==> src/rtl/cell_pkt_queue.sv <==
module cell_pkt_queue #(
  parameter int DATA_W  = 8,
  parameter int CELL_AW = 4,
  parameter int PKT_AW  = 3
) (
  input  logic              clk,
  input  logic              rst_n,
  input  logic              in_valid,
  input  logic [DATA_W-1:0] in_data,
  input  logic              in_last,
  input  logic              drop_en,
  input  logic              out_ready,
  output logic              out_valid,
  output logic [DATA_W-1:0] out_data,
  output logic              out_last,
  output logic              head_drop,
  output logic              tail_drop,
  output logic [CELL_AW:0]  cell_count
);
  localparam int DEPTH  = 1 << CELL_AW;
  localparam int PDEPTH = 1 << PKT_AW;
  localparam int CP     = CELL_AW + 1;
  localparam int PP     = PKT_AW + 1;

  logic [DATA_W:0] cmem [DEPTH];
  logic [CP-1:0]   pmem [PDEPTH];

  logic [CP-1:0] wp, rp, pkt_start;
  logic [PP-1:0] dw, dr;
  logic mid, discard, phase;

  wire [PP-1:0] pkts      = dw - dr;
  wire [PP-1:0] dr_skip   = dr + PP'(2);
  wire          ring_full = cell_count == CP'(DEPTH);
  wire          desc_full = pkts == PP'(PDEPTH);
  wire          take      = in_valid && !discard;
  wire          reject    = take && (ring_full || (in_last && desc_full));
  wire          accept    = take && !reject;
  wire [CP-1:0] start_now = mid ? pkt_start : wp;

  wire fire     = out_valid && out_ready;
  wire boundary = fire && out_last;
  wire eligible = boundary && drop_en && (cell_count > CP'(DEPTH / 2));

  assign cell_count = wp - rp;
  assign out_valid  = dw != dr;
  assign {out_last, out_data} = cmem[rp[CELL_AW-1:0]];
  assign tail_drop  = reject;
  assign head_drop  = eligible && phase && (pkts >= PP'(3));

  always_ff @(posedge clk) begin
    if (accept) begin
      cmem[wp[CELL_AW-1:0]] <= {in_last, in_data};
      if (in_last) pmem[dw[PKT_AW-1:0]] <= start_now;
    end
  end

  always_ff @(posedge clk) begin
    if (!rst_n) begin
      wp        <= '0;
      pkt_start <= '0;
      dw        <= '0;
      mid       <= 1'b0;
      discard   <= 1'b0;
    end else begin
      if (accept) begin
        wp <= wp + CP'(1);
        if (in_last) begin
          dw  <= dw + PP'(1);
          mid <= 1'b0;
        end else begin
          mid       <= 1'b1;
          pkt_start <= start_now;
        end
      end else if (reject) begin
        wp      <= start_now;
        mid     <= 1'b0;
        discard <= !in_last;
      end else if (discard && in_valid && in_last) begin
        discard <= 1'b0;
      end
    end
  end

  always_ff @(posedge clk) begin
    if (!rst_n) begin
      rp    <= '0;
      dr    <= '0;
      phase <= 1'b0;
    end else begin
      if (eligible) phase <= !phase;
      if (fire) begin
        if (head_drop) begin
          rp <= pmem[dr_skip[PKT_AW-1:0]];
          dr <= dr_skip;
        end else begin
          rp <= rp + CP'(1);
          if (boundary) dr <= dr + PP'(1);
        end
      end
    end
  end
endmodule


==> config.mk <==
export PLATFORM = sky130hd
export DESIGN_NAME = cell_pkt_queue
export DESIGN_NICKNAME = d
export VERILOG_FILES = /design/src/rtl/cell_pkt_queue.sv
export SDC_FILE = /design/constraint.sdc
export NUM_CORES = 1
export LEC_CHECK = 0
export ABC_AREA = 1
export BUFFER_PORTS_ARGS = -buffer_cell sky130_fd_sc_hd__buf_4
export CORE_UTILIZATION = 40
export DETAILED_ROUTE_END_ITERATION = 10
export GPL_ROUTABILITY_DRIVEN = 0
export SLEW_MARGIN = 0
export SYNTH_ARGS = -nofsm -noshare
export SYNTH_HDL_FRONTEND = slang
export SYNTH_SLANG_ARGS = --single-unit
==> constraint.sdc <==
create_clock -name clk -period 3.5 [get_ports clk]
set_clock_uncertainty 0.05 [all_clocks]
set_input_delay 0.7 -clock clk [delete_from_list [all_inputs] [get_ports clk]]
set_output_delay 0.7 -clock clk [all_outputs]
set_load 0.005 [all_outputs]
==> impl_metrics.ini <==
[clock_tree]
ctsHoldBuffers = 0
clkLatencyLatePin_ps = 510
tritoncts = done
htreeDepth = 1
cts_buffers = 23
path_clk_slew_ps = 60
ctsRootBufferMaster = clkbuf_16
clk_path_buf_depth = 3
cts.sinks = 214

[synthesis]
async_flop_share = 0
ys_warn_count = 0
ys.flop_type = edfxtp_1
synth_nets = 837
ys_seq_area_frac = 0.6684
synth_top_cell_by_area = edfxtp_1
synth.top_cell.area_share = 0.6029
ys_types = 42
ys_top_cells_by_area = edfxtp_1 60%, dfxtp_1 6.6%, o21ai_0 5.2%, nor2_1 4.8%, nand2_1 4.1%
syn_area_um2 = 9165
avgSynthCellArea_um2 = 11.37
synth_cells = 806
synth-edff-count = 184
synth-seq-cells = 214

[floorplanning]
io_pins = 31
chipHeight_um = 153.4
die_x_um = 153.4
rows = 55
die-area_um2 = 23520
core_area_um2 = 22570
start_util = 0.4060

[placement]
hpwl_um = 13640
dp_cells = 1114
place_area_um2 = 9807
portBuffers = 30

[critical_path]
crit_arrival_ps = 2560
path_max_fanout = 9
reg2reg_slack_ps = 520
critPathKind = reg -> out
cp-start-kind = register
r2r_end = pmem[0][2]
endpoint_kind = primary output
r2r-start = wp[0]
reg2reg_depth = 15
required_ps = 2750

[sta]
rsz0062_at_grt = no
worst_pin_slew_ps = 955.8
slew_headroom = 0.3585
finalSetupViolations = 0
final.min_clock_period_ps = 3312
slew_viol_final = 0
clock.fmax_ghz = 0.3019
holdWs_ps = 409.7
hold_violations = 0
tns_ps = 0
min_period_over_period = 0.9463

[finish]
area_delta_synth_final_pct = 15.48
antenna_cells = 0
fin_nets = 886
mostFrequentLayoutCells = 184 x edfxtp_1, 118 x nor2_1, 98 x nand2_1
final_cell_count_no_fill = 1157
stdcell_area_um2 = 10580
fill_cells = 2081
final_common_cell = edfxtp_1
drive_above_1_share = 0.1365

[worst_hold_path]
whs_path_depth = 2
holdPathEnd = pkt_start[4]
hp-start = pkt_start[4]
worstHoldPathType = reg -> reg

[global_routing]
gr-usage-all-layers = 0.1835
top_usage_layer = met2
grt_pass1_vias = 6025
grt_first_pass_wirelength_um = 33400
use_met1 = 0.2556
grt_max_degree = 41
antenna_found_initial = 0
use_met2 = 0.2992
grt-ovfl-total = 0
grt_util_met3 = 0.02949

[routing]
num_vias = 6135
dr.first_iter.drc_count = 496
wl_per_cell_um = 18.26
routed_wl_um = 21130
antenna_left = 0
drc_errors = 0
avgViaCountPerCell = 5.303
drtPass1Iterations = 5

[power]
p_leak_nw = 3.875
max-vdd-ir-drop_v = 0.0007351
p_per_area_nw_per_um2 = 894.3

[outcome]
status = finished clean

[job]
maxCapViolations = 0
area by class of cell:
| cell class | instances | area [um^2] | share of cell area |
|---|---|---|---|
| Multi-Input combinational cell | 490 | 2634 | 0.2488 |
| Clock buffer | 39 | 719.4 | 0.06797 |
| Timing Repair Buffer | 61 | 457.9 | 0.04327 |
| Sequential cell | 214 | 6130 | 0.5791 |
| Inverter | 65 | 244.0 | 0.02305 |
| Clock inverter | 3 | 42.54 | 0.004019 |
| Tap cell | 285 | 356.6 | 0.03369 |
Yosys cell counts, types with 2 or more instances:
master and number:
inv_1 61, nand2_2 4, xnor2_1 4, a21oi_2 2
a32o_1 4, o22ai_1 13, fa_1 2, o21ai_1 2
edfxtp_1 184, buf_2 4, ha_1 15, o211ai_1 8
xor2_1 7, dfxtp_1 30, o221ai_1 26, inv_2 3
a21oi_1 26, clkbuf_1 30, nand2_1 100, nor3_1 6
o21ai_0 95, nand4_1 7, nor2_1 118, nand3_1 37
metal layers:
layer	vias up	part of all wire
met5	-	0
met4	0	0.016
met3	25	0.051
met2	154	0.48
met1	2990	0.46
li1	2966	-
worst max-delay path by stage:
stage | startpoint | end | slack [ps] | cells past startpoint
5_1_grt | register | out_data[2] | 10 | 7
6_report | wp[0] | head_drop | 190 | 13
3_3_place_gp | wp[0] | head_drop | 610 | 14
2_1_floorplan | dr[1] | cmem[7][0] | 530 | 11
3_5_place_dp | wp[0] | pmem[0][1] | 490 | 15
4_1_cts | wp[0] | tail_drop | 10 | 12
stage by stage:
step           power, mW  utilization  worst slack (ps)
6_report           9.466       0.4689             188.0
5_1_grt            10.07       0.4689             11.04
4_1_cts            9.525       0.4686             9.636
3_5_place_dp       7.098       0.4345             490.9
3_3_place_gp       7.073       0.4345             611.6
2_1_floorplan      5.716            -             531.6
power by group:
group / total, mW / switching (mW) / internal [mW]
clock network: 2.42 / 0.952 / 1.47
registers: 3.35 / 0.190 / 3.16
logic: 3.69 / 2.40 / 1.30
total: 9.47 / 3.54 / 5.93
critical path: stages, from the launching register on:
cell	delay, ps
dfxtp_2	350
inv_1	130
ha_1	160
inv_1	60
fa_1	520
nor2_1	50
nand2_1	80
nand3_1	80
nand2_1	70
nand2_1	130
nor2_8	180
nand3_4	80
inv_1	60
buf_4	100
cell families after synthesis:
logic type               share of synthesized area
AO/OA/AOI/OAI                               0.1163
XOR/XNOR                                   0.01229
adder cells (fa/ha/maj)                    0.02485
buffers and inverters                      0.04478
flip-flops                                  0.6684
AND/OR/NAND/NOR                             0.1334
what timing repair did:
| item | 4_1_cts | 5_1_grt |
|---|---|---|
| hold endpoints to repair | 0 | 0 |
| gates resized for setup | 0 | 5 |
| setup endpoints to repair | 1 | 2 |
| setup buffers | 1 | 0 |
| pin swaps | 0 | 1 |
flip-flops by register name (all words and copies together), names as in the netlist, named ones only:
| name | cells |
|---|---|
| cmem | 144 |
| rp | 5 |
| dw | 4 |
| discard | 1 |
| dr | 4 |
| pmem | 40 |
| mid | 1 |
| pkt_start | 5 |
| wp | 5 |
| phase | 1 |
(Power assumes the default switching activity.)
